## src/rtl/rn_dep_pkg.sv

```systemverilog
// Package: default sizes shared by the rename dependence logic.
// Assumes slot 0 is the oldest instruction of a group.
package rn_dep_pkg;
    localparam int unsigned RN_SLOTS  = 4;
    localparam int unsigned RN_AREG_W = 5;
    localparam int unsigned RN_PREG_W = 7;
endpackage

```

## src/rtl/rn_dep_qual.sv

```systemverilog
// Module: decides per slot whether it counts as an in-group writer.
// Assumes register index 0 is the hard-wired zero register.
module rn_dep_qual #(
    parameter int unsigned N = 4,
    parameter int unsigned A = 5
) (
    input  logic [N-1:0]   slot_vld,
    input  logic [N-1:0]   dst_vld,
    input  logic [N*A-1:0] rd_idx,
    output logic [N-1:0]   wr_ok
);
    for (genvar i = 0; i < N; i++) begin : g_slot
        // Writer only if present, writing, and not the zero register.
        always_comb begin
            wr_ok[i] = slot_vld[i] && dst_vld[i] && (rd_idx[i*A +: A] != '0);
        end
    end
endmodule

```

## src/rtl/rn_dep_match.sv

```systemverilog
// Module: priority lookup of one architectural index among older slots.
// Scans slots 0..POS-1 and keeps the youngest qualifying match; falls
// back to the table value. Assumes wr_ok already excludes register 0.
module rn_dep_match #(
    parameter int unsigned N   = 4,
    parameter int unsigned A   = 5,
    parameter int unsigned P   = 7,
    parameter int unsigned POS = 0
) (
    input  logic [A-1:0]   key,
    input  logic [P-1:0]   dflt,
    input  logic [N-1:0]   wr_ok,
    input  logic [N*A-1:0] rd_idx,
    input  logic [N*P-1:0] pd_new,
    output logic [P-1:0]   result
);
    // Ascending scan: a later (younger) hit overwrites an earlier one.
    always_comb begin
        result = dflt;
        for (int j = 0; j < int'(N); j++) begin
            if ((j < int'(POS)) && wr_ok[j] && (rd_idx[j*A +: A] == key)) begin
                result = pd_new[j*P +: P];
            end
        end
    end
endmodule

```

## src/rtl/rn_dep_commit.sv

```systemverilog
// Module: chooses which destination mappings reach the table.
// A writer is dropped when a younger writer in the group names the
// same register. Assumes wr_ok is the qualified writer mask.
module rn_dep_commit #(
    parameter int unsigned N = 4,
    parameter int unsigned A = 5
) (
    input  logic [N-1:0]   wr_ok,
    input  logic [N*A-1:0] rd_idx,
    output logic [N-1:0]   map_we
);
    for (genvar i = 0; i < N; i++) begin : g_slot
        // Keep slot i only if no younger writer shares its destination.
        always_comb begin
            map_we[i] = wr_ok[i];
            for (int j = i + 1; j < int'(N); j++) begin
                if (wr_ok[j] && (rd_idx[j*A +: A] == rd_idx[i*A +: A])) begin
                    map_we[i] = 1'b0;
                end
            end
        end
    end
endmodule

```

## src/rtl/rn_dep_check.sv

```systemverilog
// Module: in-group dependence correction for a parallel rename lookup.
// Corrects both sources and the previous destination mapping of each
// slot against older in-group writers and selects the table writes.
// Assumes slot 0 is oldest; purely combinational, no clock or reset.
module rn_dep_check
    import rn_dep_pkg::*;
#(
    parameter int unsigned N = RN_SLOTS,
    parameter int unsigned A = RN_AREG_W,
    parameter int unsigned P = RN_PREG_W
) (
    input  logic [N-1:0]   slot_vld,
    input  logic [N-1:0]   dst_vld,
    input  logic [N*A-1:0] rs_idx,
    input  logic [N*A-1:0] rt_idx,
    input  logic [N*A-1:0] rd_idx,
    input  logic [N*P-1:0] ps_tbl,
    input  logic [N*P-1:0] pt_tbl,
    input  logic [N*P-1:0] pold_tbl,
    input  logic [N*P-1:0] pd_new,
    output logic [N*P-1:0] ps_fix,
    output logic [N*P-1:0] pt_fix,
    output logic [N*P-1:0] pold_fix,
    output logic [N-1:0]   map_we
);
    logic [N-1:0] wr_ok;

    rn_dep_qual #(.N(N), .A(A)) qual_i (
        .slot_vld (slot_vld),
        .dst_vld  (dst_vld),
        .rd_idx   (rd_idx),
        .wr_ok    (wr_ok)
    );

    for (genvar i = 0; i < N; i++) begin : g_slot
        rn_dep_match #(.N(N), .A(A), .P(P), .POS(i)) rs_m (
            .key    (rs_idx[i*A +: A]),
            .dflt   (ps_tbl[i*P +: P]),
            .wr_ok  (wr_ok),
            .rd_idx (rd_idx),
            .pd_new (pd_new),
            .result (ps_fix[i*P +: P])
        );
        rn_dep_match #(.N(N), .A(A), .P(P), .POS(i)) rt_m (
            .key    (rt_idx[i*A +: A]),
            .dflt   (pt_tbl[i*P +: P]),
            .wr_ok  (wr_ok),
            .rd_idx (rd_idx),
            .pd_new (pd_new),
            .result (pt_fix[i*P +: P])
        );
        rn_dep_match #(.N(N), .A(A), .P(P), .POS(i)) old_m (
            .key    (rd_idx[i*A +: A]),
            .dflt   (pold_tbl[i*P +: P]),
            .wr_ok  (wr_ok),
            .rd_idx (rd_idx),
            .pd_new (pd_new),
            .result (pold_fix[i*P +: P])
        );
    end

    rn_dep_commit #(.N(N), .A(A)) commit_i (
        .wr_ok  (wr_ok),
        .rd_idx (rd_idx),
        .map_we (map_we)
    );
endmodule

```

## config.mk

```make
export PLATFORM = sky130hd
export DESIGN_NAME = rn_dep_check
export DESIGN_NICKNAME = d
export VERILOG_FILES = /design/src/rtl/rn_dep_pkg.sv /design/src/rtl/rn_dep_qual.sv /design/src/rtl/rn_dep_match.sv /design/src/rtl/rn_dep_commit.sv /design/src/rtl/rn_dep_check.sv
export SDC_FILE = /design/constraint.sdc
export NUM_CORES = 1
export LEC_CHECK = 0
export BUFFER_PORTS_ARGS = -buffer_cell sky130_fd_sc_hd__buf_2
export CORE_AREA = 3 3 103 105
export DETAILED_ROUTE_END_ITERATION = 16
export DIE_AREA = 0 0 106 108
export PLACE_DENSITY = 0.77
export SLEW_MARGIN = 30
export SYNTH_ARGS = -nofsm -noshare
export SYNTH_HDL_FRONTEND = slang
export SYNTH_HIERARCHICAL = 1
export SYNTH_SLANG_ARGS = --single-unit
```

## constraint.sdc

```tcl
create_clock -name vclk -period 2.25
set_input_delay 0.3375 -clock vclk [all_inputs]
set_output_delay 0.3375 -clock vclk [all_outputs]
set_load 0.02 [all_outputs]
```

# Word level (Yosys, flattened, before mapping)
# Index checks and enable logic that the tools add are counted.
# op_classes
mux,24
n_eq_ne,24
reduce_logical,36
# op_table
operator,n
7-bit two-way mux,18
5-bit equality test,24
1-bit logical AND,32
5-bit nonzero test,4
1-bit two-way mux,6
# totals
register_bits,0
out_inout_bits,88
inputBits,180
word_cells,84

# Depth between registers and ports, before layout
# logic_depth
word_depth,6
ltp_mapped,7
mapped_depth_nobuf,6

# Cells and area by module
# The synthesis kept the hierarchy.
# modules_own_cells
mod,cells_per_inst,seq_area_each_um2,instances,area_each_um2
rn_dep_match at g_slot[3].old_m ...,62,0.0,3,445.4
rn_dep_match at g_slot[2].old_m ...,47,0.0,3,312.8
rn_dep_match at g_slot[1].old_m ...,15,0.0,3,146.4
rn_dep_commit,46,0.0,1,356.6
rn_dep_match at g_slot[0].old_m ...,7,0.0,3,52.6
rn_dep_qual,8,0.0,1,65.1

# Worst setup path after synthesis
# Ideal clock, no wire load.
# synth_path
path_kind,input to output
start,in rd_idx[1]
end,out pold_fix[26]
path_stages,7
n_path_buf,1
required_ps,1913
t_arrival_ps,2052
setup_slack_ps,-140
cell_sequence,or3_1 > o311a_1 > and4_1 > buf_2 > nand2_1 > a211oi_1 > o31ai_2
# synth_via
elab_chain_cells,6
word_cells_on_any_way,7
classes_between,eq/ne: 1; mux: 3; reduce/logical: 3
# synth_lines
element,line_no,text
"start, declared",rn_dep_check.sv:16,"input logic [N*A-1:0] rd_idx,"
5-bit nonzero test,rn_dep_qual.sv:15,wr_ok[i] = slot_vld[i] && dst_vld[i] && (rd_idx[i*A +: A] != '0);
1-bit logical AND,rn_dep_qual.sv:15,
via wr_ok[0],rn_dep_check.sv:26,logic [N-1:0] wr_ok;
1-bit logical AND,rn_dep_match.sv:21,if ((j < int'(POS)) && wr_ok[j] && (rd_idx[j*A +: A] == key)) begin
7-bit two-way mux (3 in series),rn_dep_match.sv:21,
"end, declared",rn_dep_check.sv:23,"output logic [N*P-1:0] pold_fix,"
# The timed path passes the listed nets, and every way through them passes these cells.

# Worst setup path after layout
# layout_path
start,in rd_idx[3]
end,out ps_fix[26]
# layout_via
elab_chain_cells,6
word_cells_on_any_way,7
classes_between,eq/ne: 1; mux: 3; reduce/logical: 3
# layout_lines
element,line_no,text
5-bit nonzero test,rn_dep_qual.sv:15,
1-bit logical AND,rn_dep_qual.sv:15,
via wr_ok[0],rn_dep_check.sv:26,
1-bit logical AND,rn_dep_match.sv:21,
7-bit two-way mux (3 in series),rn_dep_match.sv:21,
"end, declared",rn_dep_check.sv:21,"output logic [N*P-1:0] ps_fix,"
# The timed path passes the listed nets, and every way through them passes these cells.

==> impl_metrics.tcl <==
set metrics [dict create \
    critPathRequiredTime_ps 1910 \
    path_class "in2out" \
    tightest_slew_ps 344.1 \
    hold_buffers 0 \
    final_cell_mix "152 x buf_2, 94 x buf_4, 62 x xor2_1, 55 x xnor2_1, 25 x nand4_1" \
    crit_top_cell "buf_6" \
    multi_input_area_sq_mm 0.003538 \
    final_antenna_net_count 0 \
    antenna_found_initial 1 \
    layout_commonest_cell "buf_2" \
    comb_power_share_pct 100.0 \
    place_hpwl_microns 12370 \
    ys_warn_count 6 \
    fmax_mhz 418.1 \
    arrival_ps 2050 \
    synth_top_area_cell "xor2_1" \
    grt_remaining_overflow 0 \
    regArea_sq_um 0 \
    violations "negative setup slack" \
    wl_per_cell_microns 19.63 \
    seq_power_share_pct 0 \
    fin_util_pct 56.97 \
    io_buffers 209 \
    grt_pass1_vias 4294 \
    seq_cell_count 0 \
    grt_first_pass_wirelength_microns 22980 \
    die_w_microns 106 \
    rsz0062_at_grt "true" \
    rows 36 \
    areaGrowthSynthToFinish_pct 68.31 \
    die_h_microns 108 \
    firstDrtPassIters 5 \
    vdd_drop_max_v 0.0001432 \
    slew_headroom_pct 76.89 \
    synth_top_area_share_pct 16.49 \
    core-area_sq_mm 0.009729 \
    timing.final.ws_setup_ps -141.6 \
    setup_viol 59 \
    seq_area_frac_synth_pct 0 \
    cp_max_fo 8 \
    fin_crit_ps 2392 \
    grt_max_degree 25 \
    routabilityCongestion 0.9094 \
    dp.cells 798 \
    post-route-period-util_pct 106.3 \
    min_path_type "in2out" \
    synthCells 447 \
    maxCapViolCount 0 \
    synth.cell_area_sq_mm 0.003293 \
    critPathSlowestCell "or3_4" \
    maxSlewViolCount 0 \
    route.detailed.drc 0 \
    start_util_pct 33.85 \
    crit_path_end_kind "primary output" \
    p_per_area_mw_per_mm2 199.5 \
    p_clk_share_pct 0 \
    status "complete, but fails checks" \
    power_switching_mw 0.5994 \
    internal_power_mw 0.5062 \
    startpoint_type "input port" \
    switching_share_pct 54.22 \
    avgSynthCellArea_sq_um 7.367 \
    path_cells "buf_6 > or3_4 > o311a_4 > and4_4 > and3_4 > a211oi_4 > o31ai_4 > buf_6" \
    die_area_sq_mm 0.01145 \
    hold_path_depth 0 \
    final_hold_viol_count 0 \
    synth.area.top_cells "xor2_1 16%, xnor2_1 15%, o31ai_2 8.0%" \
    leakage_nw 2.344 \
    layout-drive-gt1-share_pct 59.50 \
    instances_no_fill 808 \
    drt-initial-drc-count 251 \
    ys_types 27 \
    num_vias 4455 \
    viasPerCell 5.514 \
    clock_buffers 0 \
    detail_route.wirelength_microns 15860 \
    synth_fp_nets 627 \
    critPathMaxStageDelay_ps 370 \
    nets 856 \
    crit_buf_inv 2 \
    ios 268 \
    worst-path-stages 8 \
    grt_usage_pct 24.82 \
    crit_family "simple AND/OR/NAND/NOR gates" \
    fillers 928 \
]
-- final cells by class --
cell class	instances	area share (%)
multi-input cells	401	63.84
repair buffers	272	33.05
well taps	133	3.002
inverters	1	0.06772
diodes	1	0.04515
-- metrics by stage --
step | hold WS (ps) | TNS (ps) | cell area (sq um) | power, mW | setup slack [ps]
2_1_floorplan | 787.6 | -573.0 | 3402 | 0.5243 | -22.61
3_3_place_gp | 675.1 | -12920 | 4753 | 0.9275 | -281.1
3_5_place_dp | 675.1 | -14170 | 4753 | 0.9417 | -292.1
4_1_cts | 675.1 | -2579 | 5130 | 1.014 | -121.9
5_1_grt | 675.0 | -6801 | 5543 | 1.177 | -178.9
6_report | 675.0 | -4239 | 5543 | 1.106 | -141.6
-- path summary, 6_finish.rpt --
kind	to	start	slack, ps
worst max-delay path	ps_fix[26]	rd_idx[3]	-140
worst min-delay path	ps_fix[1]	ps_tbl[1]	680
-- per-layer routing --
metal | part of all wire, % | wire length [microns] | vias to the layer above | global-route usage (%)
met3 | 6.8 | 1074 | 32 | 2.328
met2 | 51 | 8075 | 223 | 43.99
met5 | 0 | 0 | - | 0
met4 | 1.8 | 293 | 0 | 5.643
met1 | 40 | 6417 | 2095 | 32.69
li1 | - | - | 2105 | -
-- cells in the mapped netlist, drive strengths merged --
cell	instances
or3	4
a31oi	23
or2	3
inv	1
o31ai	21
nand3	6
nand2	31
xnor2	58
nor2	24
mux2	21
nor3	21
a211oi	21
buf	40
nor4	14
xor2	62
and3	30
nand4	28
clkbuf	6
o21ai	22
o311a	4
and4	7
-- power by group through the flow --
| stage | sequential, mW | clock, mW | combinational [mW] |
|---|---|---|---|
| after floorplan | 0 | 0 | 0.524 |
| after global placement | 0 | 0 | 0.927 |
| after detailed placement | 0 | 0 | 0.942 |
| after CTS | 0 | 0 | 1.01 |
| after global routing | 0 | 0.0000000594 | 1.18 |
| final | 0 | 0.0000000596 | 1.11 |
-- timing repair --
action,4_1_cts,5_1_grt
gates resized for setup,97,80
buffers inserted,0,9
pin swaps,17,22
setup endpoints to repair,63,64
cloned,1,0
-- kinds of logic (layout without fill, tap and decap cells) --
family,count (synthesis),after routing,synth area share (%)
AO/OA/AOI/OAI,91,92,21.69
XOR/XNOR,120,120,32.60
other,0,1,0
multiplexers,21,21,7.181
AND/OR/NAND/NOR,168,168,28.38
buffers and inverters,47,273,10.14
Power figures use the tool's default switching activity.
